<file path="config.mk">
export PLATFORM = sky130hd
export DESIGN_NAME = obuf_irq_arbiter
export DESIGN_NICKNAME = d
export VERILOG_FILES = /design/src/rtl/arb_pkg.sv /design/src/rtl/arb_src_decode.sv /design/src/rtl/arb_flag_regs.sv /design/src/rtl/arb_read_port.sv /design/src/rtl/obuf_irq_arbiter.sv
export SDC_FILE = /design/constraint.sdc
export NUM_CORES = 1
export LEC_CHECK = 0
export BUFFER_PORTS_ARGS = -buffer_cell sky130_fd_sc_hd__buf_2
export CAP_MARGIN = 5
export CORE_MARGIN = 2
export CORE_UTILIZATION = 41
export DETAILED_ROUTE_END_ITERATION = 10
export GPL_ROUTABILITY_DRIVEN = 0
export HOLD_SLACK_MARGIN = 0.08
export PLACE_DENSITY = 0.87
export SLEW_MARGIN = 20
export SYNTH_ARGS = -nofsm -noshare
export SYNTH_HDL_FRONTEND = slang
export SYNTH_SLANG_ARGS = --single-unit
</file>
<file path="constraint.sdc">
create_clock -name clk -period 0.8 [get_ports clk]
set_input_delay 0.04 -clock clk [delete_from_list [all_inputs] [get_ports clk]]
set_output_delay 0.04 -clock clk [all_outputs]
set_load 0.05 [all_outputs]
</file>
<file path="src/rtl/arb_pkg.sv">
package arb_pkg;

  // Which channel currently owns the host-visible output buffer
  typedef enum logic [1:0] {
    SRC_NONE = 2'd0,
    SRC_KBD  = 2'd1,
    SRC_AUX  = 2'd2
  } arb_src_e;

  localparam int unsigned CH_KBD = 0;
  localparam int unsigned CH_AUX = 1;
  localparam int unsigned CH_N   = 2;

  function automatic arb_src_e ch_to_src(input int unsigned ch);
    return (ch == CH_KBD) ? SRC_KBD : SRC_AUX;
  endfunction

endpackage

</file>
<file path="src/rtl/arb_src_decode.sv">
module arb_src_decode
  import arb_pkg::*;
(
  input  logic     kbd_pending,
  input  logic     aux_pending,
  output arb_src_e src
);

  // Keyboard has strict priority; aux wins only when alone
  always_comb begin
    if (kbd_pending)      src = SRC_KBD;
    else if (aux_pending) src = SRC_AUX;
    else                  src = SRC_NONE;
  end

endmodule

</file>
<file path="src/rtl/arb_flag_regs.sv">
module arb_flag_regs
  import arb_pkg::*;
(
  input  logic     clk,
  input  logic     rst,
  input  arb_src_e src,
  input  logic     mode_kbd_ie,
  input  logic     mode_aux_ie,
  input  logic     mode_kbd_off,
  output logic     stat_obf,
  output logic     stat_aux_obf,
  output logic     port_obf,
  output logic     port_aux_obf,
  output logic     irq_kbd,
  output logic     irq_aux
);

  logic full_d, aux_only_d, irq_kbd_d, irq_aux_d;

  always_comb begin
    full_d     = (src != SRC_NONE);
    aux_only_d = (src == SRC_AUX);
    irq_kbd_d  = (src == SRC_KBD) && mode_kbd_ie && !mode_kbd_off;
    irq_aux_d  = aux_only_d && mode_aux_ie;
  end

  always_ff @(posedge clk) begin
    if (rst) begin
      stat_obf     <= 1'b0;
      stat_aux_obf <= 1'b0;
      port_obf     <= 1'b0;
      port_aux_obf <= 1'b0;
      irq_kbd      <= 1'b0;
      irq_aux      <= 1'b0;
    end else begin
      stat_obf     <= full_d;
      stat_aux_obf <= aux_only_d;
      port_obf     <= full_d;
      port_aux_obf <= aux_only_d;
      irq_kbd      <= irq_kbd_d;
      irq_aux      <= irq_aux_d;
    end
  end

endmodule

</file>
<file path="src/rtl/arb_read_port.sv">
module arb_read_port
  import arb_pkg::*;
#(
  parameter int unsigned DATA_W = 8
) (
  input  logic              clk,
  input  logic              rst,
  input  arb_src_e          src,
  input  logic              rd_req,
  input  logic [DATA_W-1:0] kbd_byte,
  input  logic [DATA_W-1:0] aux_byte,
  output logic [DATA_W-1:0] rd_data,
  output logic [CH_N-1:0]   pop
);

  logic [DATA_W-1:0] sel_byte;

  // Aux byte only when aux alone is pending; keyboard byte otherwise
  always_comb sel_byte = (src == SRC_AUX) ? aux_byte : kbd_byte;

  always_ff @(posedge clk) begin
    if (rst)         rd_data <= '0;
    else if (rd_req) rd_data <= sel_byte;
  end

  // One pop strobe register per channel
  for (genvar ch = 0; ch < CH_N; ch++) begin : g_pop
    always_ff @(posedge clk) begin
      if (rst) pop[ch] <= 1'b0;
      else     pop[ch] <= rd_req && (src == ch_to_src(ch));
    end
  end

endmodule

</file>
<file path="src/rtl/obuf_irq_arbiter.sv">
module obuf_irq_arbiter
  import arb_pkg::*;
#(
  parameter int unsigned DATA_W = 8
) (
  input  logic              clk,
  input  logic              rst,
  input  logic              kbd_pending,
  input  logic              aux_pending,
  input  logic [DATA_W-1:0] kbd_byte,
  input  logic [DATA_W-1:0] aux_byte,
  input  logic              mode_kbd_ie,
  input  logic              mode_aux_ie,
  input  logic              mode_kbd_off,
  input  logic              rd_req,
  output logic              stat_obf,
  output logic              stat_aux_obf,
  output logic              port_obf,
  output logic              port_aux_obf,
  output logic              irq_kbd,
  output logic              irq_aux,
  output logic [DATA_W-1:0] rd_data,
  output logic              kbd_pop,
  output logic              aux_pop
);

  arb_src_e          src;
  logic [CH_N-1:0]   pop;

  arb_src_decode u_dec (
    .kbd_pending (kbd_pending),
    .aux_pending (aux_pending),
    .src         (src)
  );

  arb_flag_regs u_flags (
    .clk          (clk),
    .rst          (rst),
    .src          (src),
    .mode_kbd_ie  (mode_kbd_ie),
    .mode_aux_ie  (mode_aux_ie),
    .mode_kbd_off (mode_kbd_off),
    .stat_obf     (stat_obf),
    .stat_aux_obf (stat_aux_obf),
    .port_obf     (port_obf),
    .port_aux_obf (port_aux_obf),
    .irq_kbd      (irq_kbd),
    .irq_aux      (irq_aux)
  );

  arb_read_port #(.DATA_W(DATA_W)) u_rd (
    .clk      (clk),
    .rst      (rst),
    .src      (src),
    .rd_req   (rd_req),
    .kbd_byte (kbd_byte),
    .aux_byte (aux_byte),
    .rd_data  (rd_data),
    .pop      (pop)
  );

  assign kbd_pop = pop[CH_KBD];
  assign aux_pop = pop[CH_AUX];

endmodule

</file>
==> impl_metrics.yaml <==
route:
  finalWirelength_um: 2250
  drc: 0
  first_pass_iters: 4
  wl_per_cell_um: 16.8
  drtIter0Drc: 7
  ant_nets: 0
  viasPerCell: 5.43
  num_vias: 728
layout:
  ff_latch_area_um2: 315
  design_area_um2: 1250
  nNetsFinal: 143
  fill_cells: 91
  drive_gt1_share_pct: 64.4
  antenna_cells: 0
  area_growth_syn_to_layout_pct: 84.1
  multi_input_comb_area_um2: 323
placed_design:
  preCtsSetupSlack_ns: -0.0844
  port_buffers: 39
  postPlaceCellArea_um2: 933
  hpwl_um: 1210
clock_tree:
  cts.path.max_buffers: 2
  clock-sinks: 14
  cts_made_buffers: 3
  htree_levels: 1
  cts_tree: "built"
  clkTransAtPathRegs_ns: 0.10
  postCtsSetupBuffers: 0
  ctsRootBufferMaster: "clkbuf_4"
  clk_latency_ns: 0.29
die:
  rows: 14
  placeableCoreArea_um2: 1520
  die-height_um: 44.7
  dieWidth_um: 44.7
  io_pins: 40
  start_util_pct: 44.5
  die_area_um2: 2000
run_status:
  status: "finished with violations"
  violations: "setup timing"
yosys:
  synth_cell_types: 15
  yosysSeqAreaShare_pct: 41.3
  yosysWarnings: 0
  yosys_register_bits: 14
  avgSynthCellArea_um2: 11.1
  syn_inst: 61
  syn_nets: 85
  syn_area_um2: 678
setup_path:
  crit_path_start_kind: "flop"
  end_kind: "output port"
  r2r-start: "u_rd.rd_data[0]$_SDFFE_PP0P_"
  critPathTopFamily: "flip-flops"
  ff2ff_setup_slack_ns: 0.03
  cp_max_fo: 2
  crit_arrival_ns: 0.81
  crit_chain: "buf_8"
  cp_num_cells: 1
  cp_slowest_cell: "dfxtp_2"
  cpPeakStageDelay_ns: 0.37
  crit_type: "reg -> out"
  r2r-end: "u_rd.rd_data[0]$_SDFFE_PP0P_"
  reg2regPathDepth: 2
  critical_path_buf_inv_count: 1
  worst_ep_required_time_ns: 0.76
power_and_ir_drop:
  ir_drop_mv: 1.09
  p_leak_nw: 0.580
  power_density_nw_per_um2: 1530
  total_power_w: 0.00191
grt:
  overflow: 0
  first_global_vias: 759
  grt.total_usage_pct: 23.6
  antenna_found_initial: 0
  grt_pass1_wl_um: 3350
  grt_max_degree: 15
sta:
  skew_ns: 0
  tightest_slew_ns: 0.359
  final_max_slew_viol_count: 0
  setup_tns_ns: -0.444
  period_needed_ns: 0.851
  grt_setup_unrepaired: "true"
  fin_ws_ns: -0.0513
  setup_violations: 14
  max_freq_ghz: 1.17
  timing.final.crit_share_pct: 106
  hold_viol_final: 0
  holdWs_ns: 0.0961
  relSlewSlack_pct: 75.8
min_path:
  min_to: "u_flags.stat_aux_obf$_SDFF_PP0_"
  hold_depth: 2
  hold_start: "rst"
  hp-class: "in -> reg"
job:
  cap_violations: 0
==> kinds of logic after synthesis <==
family,after synthesis,synth area share (%)
AO/OA/AOI/OAI,16,25.6
buffers and inverters,15,12.9
flip-flops,14,41.3
AND/OR/NAND/NOR,16,20.1
==> cell usage after synthesis (all sizes together) <==
| master | number | area [um2] |
|---|---|---|
| nand2b | 1 | 8.76 |
| inv | 8 | 30.0 |
| nor4bb | 8 | 80.1 |
| dfxtp | 14 | 280 |
| o21bai | 8 | 60.1 |
| buf | 6 | 53.8 |
| nor3b | 2 | 15.0 |
| a311oi | 8 | 114 |
| and3b | 1 | 8.76 |
| nor2 | 3 | 11.3 |
| and4bb | 1 | 12.5 |
| clkbuf | 1 | 3.75 |
==> layout make-up <==
type,instances,share of cell area [%]
Sequential cell,14,25.3
Tap cell,16,1.60
Timing Repair Buffer,60,42.0
Multi-Input combinational cell,32,25.9
Clock buffer,4,2.91
Inverter,8,2.40
==> sequential cells by signal, indices dropped and copies added (netlist names) <==
name	count
u_flags.irq_aux	1
u_flags.irq_kbd	1
u_flags.stat_aux_obf	1
u_flags.stat_obf	1
u_rd.pop	2
u_rd.rd_data	8
==> layer usage <==
layer	global-route usage (%)	vias up	share of wire, %
met3	1.63	6	2.4
met4	14.5	0	2.5
met5	0	-	0
met1	23.3	354	35
li1	-	343	-
met2	46.4	25	60
==> per-stage QoR <==
stage / utilization [%] / instances
floorplan: - / 61
global placement: 61.2 / 118
detailed placement: 61.2 / 118
CTS: 80.4 / 134
global route: 81.9 / 134
finish: 81.9 / 134
==> report_power, final <==
part           switching (W)  leakage (nW)  internal (W)
clock network       0.000251        0.0210      0.000277
registers          0.0000399         0.123      0.000739
logic               0.000314         0.437      0.000289
==> what timing repair did <==
action                                 CTS  global route
setup endpoints to repair               16            18
hold buffers                            12             0
gates resized for setup                 44             5
pin swaps                                0             1
endpoints found under the hold margin   11             0
==> cells in the final DEF, fill, tap and decap left out, drive strengths merged <==
cell type | synthesis | routed
buf | 6 | 48
nand2b | 1 | 1
nor2 | 3 | 3
o21bai | 8 | 8
and4bb | 1 | 1
dfxtp | 14 | 14
clkbuf | 1 | 4
and3b | 1 | 1
nor3b | 2 | 2
nor4bb | 8 | 8
dlygate4sd3 | 0 | 12
a311oi | 8 | 8
inv | 8 | 8
==> worst max path at each step <==
stage	from	end	slack (ns)
3_3_place_gp	kbd_pending	u_rd.rd_data[3]$_SDFFE_PP0P_	-0.05
4_1_cts	u_rd.rd_data[4]$_SDFFE_PP0P_	rd_data[4]	-0.03
5_1_grt	u_flags.stat_obf$_SDFF_PP0_	port_obf	-0.09
6_report	u_rd.rd_data[0]$_SDFFE_PP0P_	rd_data[0]	-0.05
3_5_place_dp	kbd_pending	u_rd.rd_data[2]$_SDFFE_PP0P_	-0.08
2_1_floorplan	u_rd.rd_data[0]$_SDFFE_PP0P_	u_rd.rd_data[0]$_SDFFE_PP0P_	-0.04
Power figures use the tool's default switching activity.
